<file path="src/rtl/spi_port.sv">
module spi_port (
  input  logic       clk,
  input  logic       rst_n,
  input  logic       bus_we,
  input  logic       bus_addr,
  input  logic [7:0] bus_wdata,
  input  logic       rx_pop,
  output logic [7:0] ctrl_q,
  output logic [7:0] rx_q,
  input  logic       sck_in,
  output logic       sck_out,
  output logic       sck_oe,
  input  logic       ss_n,
  input  logic       sdi,
  output logic       sdo,
  output logic       sdo_oe
);
  localparam int          NB      = 8;
  localparam int          CW      = $clog2(NB);
  localparam int          DIVW    = 6;
  localparam logic [2:0]  SL_SEL  = 3'b110;
  localparam logic [2:0]  SL_FREE = 3'b111;

  logic          edge_sel, en, ovf, go, idle_lo;
  logic [2:0]    mode;
  logic [NB-1:0] txb, sh, rxb;
  logic          out_r, data_ph, full, sck_r;
  logic [CW-1:0] bitcnt;
  logic [DIVW-1:0] div_cnt;
  logic [1:0]    sck_m, sel_m, sdi_m;
  logic          sck_d;

  wire slave  = mode[2] & mode[1];
  wire sel_ok = (mode == SL_FREE) || !sel_m[1];
  wire s_rise = sck_m[1] & ~sck_d;
  wire s_fall = ~sck_m[1] & sck_d;
  wire [DIVW-1:0] lim = (DIVW'(1) << mode) - DIVW'(1);

  wire m_tick = en && go && !slave && (div_cnt == lim);
  wire s_act  = en && go && slave && sel_ok;
  wire lead   = (m_tick && (sck_r == edge_sel)) ||
                (s_act && (edge_sel ? s_fall : s_rise));
  wire trail  = (m_tick && (sck_r != edge_sel)) ||
                (s_act && (edge_sel ? s_rise : s_fall));
  wire din    = slave ? sdi_m[1] : sdi;
  wire [NB-1:0] rx_next = {sh[NB-2:0], din};
  wire done    = trail && (bitcnt == CW'(NB - 1));
  wire lose    = done && slave && full && !rx_pop;
  wire ctrl_wr = bus_we && !bus_addr;
  wire data_wr = bus_we && bus_addr;

  always_ff @(posedge clk or negedge rst_n)
    if (!rst_n) begin
      sck_m <= 2'b00;
      sel_m <= 2'b11;
      sdi_m <= 2'b00;
      sck_d <= 1'b0;
    end else begin
      sck_m <= {sck_m[0], sck_in};
      sel_m <= {sel_m[0], ss_n};
      sdi_m <= {sdi_m[0], sdi};
      sck_d <= sck_m[1];
    end

  always_ff @(posedge clk or negedge rst_n)
    if (!rst_n) begin
      edge_sel <= 1'b0;
      en       <= 1'b0;
      ovf      <= 1'b0;
      go       <= 1'b0;
      idle_lo  <= 1'b0;
      mode     <= '0;
      txb      <= '0;
      sh       <= '0;
      rxb      <= '0;
      out_r    <= 1'b0;
      data_ph  <= 1'b0;
      full     <= 1'b0;
      sck_r    <= 1'b0;
      bitcnt   <= '0;
      div_cnt  <= '0;
    end else begin
      if (m_tick) begin
        div_cnt <= '0;
        sck_r   <= ~sck_r;
      end else if (en && go && !slave) begin
        div_cnt <= div_cnt + DIVW'(1);
      end

      if (lead) begin
        data_ph <= 1'b1;
        if (bitcnt == '0) begin
          out_r <= txb[NB-1];
          sh    <= txb;
        end else begin
          out_r <= sh[NB-1];
        end
      end

      if (trail) begin
        sh     <= rx_next;
        bitcnt <= bitcnt + CW'(1);
      end

      if (done) begin
        go      <= 1'b0;
        data_ph <= 1'b0;
        if (!lose) rxb <= rx_next;
      end

      if (done && !lose) full <= 1'b1;
      else if (rx_pop)   full <= 1'b0;

      if (slave && mode == SL_SEL && sel_m[1]) begin
        bitcnt  <= '0;
        data_ph <= 1'b0;
      end

      if (data_wr && !go) txb <= bus_wdata;

      if (ctrl_wr) begin
        edge_sel <= bus_wdata[7];
        en       <= bus_wdata[6];
        go       <= bus_wdata[4] & bus_wdata[6];
        idle_lo  <= bus_wdata[3];
        mode     <= bus_wdata[2:0];
        sck_r    <= bus_wdata[7];
        div_cnt  <= '0;
        bitcnt   <= '0;
        data_ph  <= 1'b0;
        if (!bus_wdata[5]) ovf <= 1'b0;
      end

      if (lose) ovf <= 1'b1;
    end

  assign ctrl_q  = {edge_sel, en, ovf, go, idle_lo, mode};
  assign rx_q    = rxb;
  assign sck_out = sck_r;
  assign sck_oe  = en && !slave;
  assign sdo     = data_ph ? out_r : ~idle_lo;
  assign sdo_oe  = en && (!slave || sel_ok);
endmodule

</file>
<file path="config.mk">
export PLATFORM = sky130hd
export DESIGN_NAME = spi_port
export DESIGN_NICKNAME = d
export VERILOG_FILES = /design/src/rtl/spi_port.sv
export SDC_FILE = /design/constraint.sdc
export NUM_CORES = 1
export LEC_CHECK = 0
export ABC_AREA = 1
export ABC_CLOCK_PERIOD_IN_PS = 2100
export BUFFER_PORTS_ARGS = -buffer_cell sky130_fd_sc_hd__buf_2
export CORE_UTILIZATION = 55
export DETAILED_ROUTE_END_ITERATION = 6
export GPL_TIMING_DRIVEN = 0
export PLACE_DENSITY_LB_ADDON = 0.05
export SLEW_MARGIN = 5
export SYNTH_ARGS = -nofsm -noshare
export SYNTH_HDL_FRONTEND = slang
export SYNTH_SLANG_ARGS = --single-unit
</file>
<file path="constraint.sdc">
create_clock -name clk -period 2.1 [get_ports clk]
set_input_delay 0.42 -clock clk [delete_from_list [all_inputs] [get_ports clk]]
set_output_delay 0.42 -clock clk [all_outputs]
set_load 0.01 [all_outputs]
</file>
==> results by group <==
Run status
  • Outcome: completed

Timing
  • Final setup viols: 0
  • Max Clock Skew: 0.00617 ns
  • RSZ-0062 raised after global routing: false
  • Min cycle time layout: 1.89 ns
  • Worst Hold Slack: 0.206 ns
  • Fin. max-slew vios: 0
  • Max frequency: 0.530 GHz
  • Relative slew slack: 23.7%
  • TNS Setup: 0 ns
  • Number of hold violations in the final report: 0
  • Post-route clock period utilization: 89.8%
  • Worst-margin pin slew: 1.14 ns

Floorplan
  • Initial Utilization: 57.3%
  • Die height: 69.4 microns
  • Die width: 69.4 microns
  • Core ar.: 0.00435 sq mm
  • Row count: 24
  • Io pins: 36
  • Die ar.: 0.00481 sq mm

Layout
  • Fin nets: 356
  • Most common cell after layout, fill and taps aside: nand2_1
  • Synth-to-Final Area Change: 15.2%
  • Most frequent cells in the layout: nand2_1 (94), dfrtp_1 (50), buf_2 (35)
  • Total inserted antenna cells: 0
  • Layout cells sized above 1: 22.3%
  • Seq. cell area: 0.00130 sq mm
  • Fillers: 372
  • Multi-input gate area: 0.00104 sq mm

Drt
  • Wire per inst: 12.5 microns
  • Antenna-violating nets left: 0
  • Drc violations: 0
  • Metal2 WL: 2130 microns
  • DRT iter0 DRCs: 129
  • Vias post-DR: 1987
  • WL met1: 2480 microns
  • Drt first pass iters: 4
  • Top Metal Used: met4
  • Final wirelength: 4860 microns
  • Met3 wire length: 204 microns
  • Vias per cell: 5.11

Critical path
  • Launching point of the worst reg2reg path: mode[1]$_DFFE_PN0P_
  • Reg2Reg Depth: 11
  • Cell chain of the critical path: nand2_2, inv_2, nor2_4, nand2_1, nor2_2, nand4_1, nand2_1, nand2_2, nand2_4, nand2_1, nand2_1
  • R2R Setup Slk: 0.21 ns
  • Worst R2R End: sh[1]$_DFFE_PN0P_
  • Buffers & Inverters on Critical Path: 1
  • Delay-heaviest family, CP: simple AND/OR/NAND/NOR gates
  • Critical path arrival: 2.13 ns
  • CP Data Required Time: 2.35 ns
  • CP Launch Type: flop
  • Max stage delay cell, worst path: dfrtp_1
  • Critical Path Sink Type: flop
  • Crit-path max FO: 9
  • Critical Path Most Common Cell: nand2_1
  • CP max stage delay: 0.48 ns
  • Critical path class: reg2reg

Pwr
  • Combinational fraction of design power: 16.1%
  • Worst vdd ir: 0.000716 V
  • Switching power: 634 uW
  • P_int: 1670 uW
  • Sequential share of power: 52.8%
  • Leakage power: 0.00153 uW
  • Switch share: 27.5%
  • Clock power frac: 31.1%
  • PwrDens: 802 mW/mm^2

Synth
  • Synthesis-stage register bit count: 52
  • Post-synth EDFFs: 0
  • Synth Net Count: 313
  • Yosys warnings: 0
  • Top_reg_cell synth: dfrtp_1
  • Mean Syn Cell Area: 8.52 sq um
  • Cell Area, Synth: 0.00250 sq mm
  • Synth unique cells: 28
  • Post-synthesis sequential area ratio: 52.2%
  • Post-synth ARST share: 100%
  • Syn Inst Count: 293

Clocking
  • Clock Latency Late Sink: 0.30 ns
  • Hold_buf cts: 0
  • CTS HTree Levels: 2
  • CTS tree: yes
  • Sink Count: 52
  • Max Root-Sink Buffers: 2
  • TritonCTS Buffers: 5
  • Root Buffer: clkbuf_8
  • Clock transition at path regs: 0.09 ns

Min path
  • Hold Path Sink: sel_m[0]$_DFF_PN1_
  • Hold Startpoint: ss_n
  • Worst hold path class: in2reg
  • Hold Path Depth: 1

Placed design
  • Final HPWL DP: 3570 microns
  • Final GP Congestion: 0.889
  • IO buf count: 35

Global route
  • Largest net degree at the start of global routing: 53
  • GRT Util Overall: 22.6%
  • Initial antenna violation count: 0
  • Remaining Overflow, GRT: 0
  • First-pass GRT wire length: 8670 microns
  • Vias in the first global route: 1925

Flow run
  • Max Cap Violations: 0
-- worst reg2reg max path: stages, from the launching register on --
cell and delay (ns):
dfrtp_1 0.48, nand2_2 0.15, inv_2 0.09, nor2_4 0.12, nand2_1 0.08, nor2_2 0.19, nand4_1 0.12, nand2_1 0.17
nand2_2 0.18, nand2_4 0.14, nand2_1 0.06, nand2_1 0.06
-- logic make-up (layout without fill, tap and decap cells) --
| kind of cell | after synthesis | after routing | share of synthesized area, % |
|---|---|---|---|
| AOI/OAI and AO/OA | 23 | 23 | 4.61 |
| xor gates and xnor gates | 6 | 6 | 2.11 |
| adders and majority gates | 4 | 4 | 2.01 |
| buffers and inverters | 34 | 78 | 6.32 |
| DFF | 52 | 52 | 52.2 |
| muxes | 6 | 6 | 2.71 |
| and+or+nand+nor | 168 | 168 | 30.0 |
-- sequential cells by signal (all words and copies together), names as in the netlist --
signal / flops
bitcnt: 3
data_ph: 1
div_cnt: 6
edge_sel: 1
en: 1
full: 1
go: 1
idle_lo: 1
mode: 3
out_r: 1
ovf: 1
rx_q: 8
sck_d: 1
sck_m: 2
sck_out: 1
sdi_m: 2
sel_m: 2
sh: 8
txb: 8
-- cells in the mapped netlist, types with 4 or more instances --
library cell  number  area, sq um
a21oi_1            6         30.0
buf_4              6         45.0
dfrtp_1           50         1250
ha_1               4         50.1
inv_1             22         82.6
mux2_2             6         67.6
nand2_1           95          357
nand3_1           26          130
nand4_1            9         56.3
nor2_1            24         90.1
o21ai_0           16         80.1
-- metal layers --
layer / track usage, % / up-vias
met3: 4.80 / 4
met1: 33.4 / 914
li1: - / 1024
met4: 7.71 / 0
met2: 33.2 / 45
met5: 0 / -
-- how the worst max path moves through the flow --
stage | from | endpoint | slack (ns) | cells past startpoint
finish | mode[1]$_DFFE_PN0P_ | sh[1]$_DFFE_PN0P_ | 0.21 | 11
global route | mode[1]$_DFFE_PN0P_ | sh[7]$_DFFE_PN0P_ | 0.02 | 11
CTS | mode[1]$_DFFE_PN0P_ | sh[1]$_DFFE_PN0P_ | 0.19 | 11
detailed placement | mode[1]$_DFFE_PN0P_ | sh[1]$_DFFE_PN0P_ | 0.21 | 11
global placement | mode[1]$_DFFE_PN0P_ | sh[1]$_DFFE_PN0P_ | 0.23 | 11
floorplan | mode[2]$_DFFE_PN0P_ | bitcnt[2]$_DFFE_PN0P_ | 0.46 | 11
-- power by group through the flow --
stage          sequential, uW  combinational [uW]  clock (uW)
2_1_floorplan            1220                 261           0
3_3_place_gp             1230                 364           0
3_5_place_dp             1230                 371           0
4_1_cts                  1210                 373         736
5_1_grt                  1230                 427         774
6_report                 1220                 371         717
-- area by class of cell --
class | instances | share of cell area (%)
multi-input combinational | 207 | 36.3
clock buffer | 6 | 2.87
tap | 52 | 2.26
sequential | 52 | 45.3
clock inverter | 2 | 1.35
inverter | 25 | 3.26
timing repair buffer | 36 | 6.35
buffer | 9 | 2.22
-- timing repair --
item / CTS / global route
buffers inserted: 0 / 1
endpoints found under the setup margin: 0 / 7
gates resized for setup: 0 / 3
-- metrics by stage --
stage	utilization, %	std cells	cell area [sq um]	setup slack, ns	power, uW
6_report	66.0	389	2880	0.215	2300
5_1_grt	66.0	389	2880	0.0166	2430
4_1_cts	65.6	388	2860	0.189	2320
3_5_place_dp	62.8	380	2740	0.211	1610
3_3_place_gp	62.8	380	2740	0.228	1600
2_1_floorplan	-	293	2500	0.461	1480
Power figures use the tool's default switching activity.
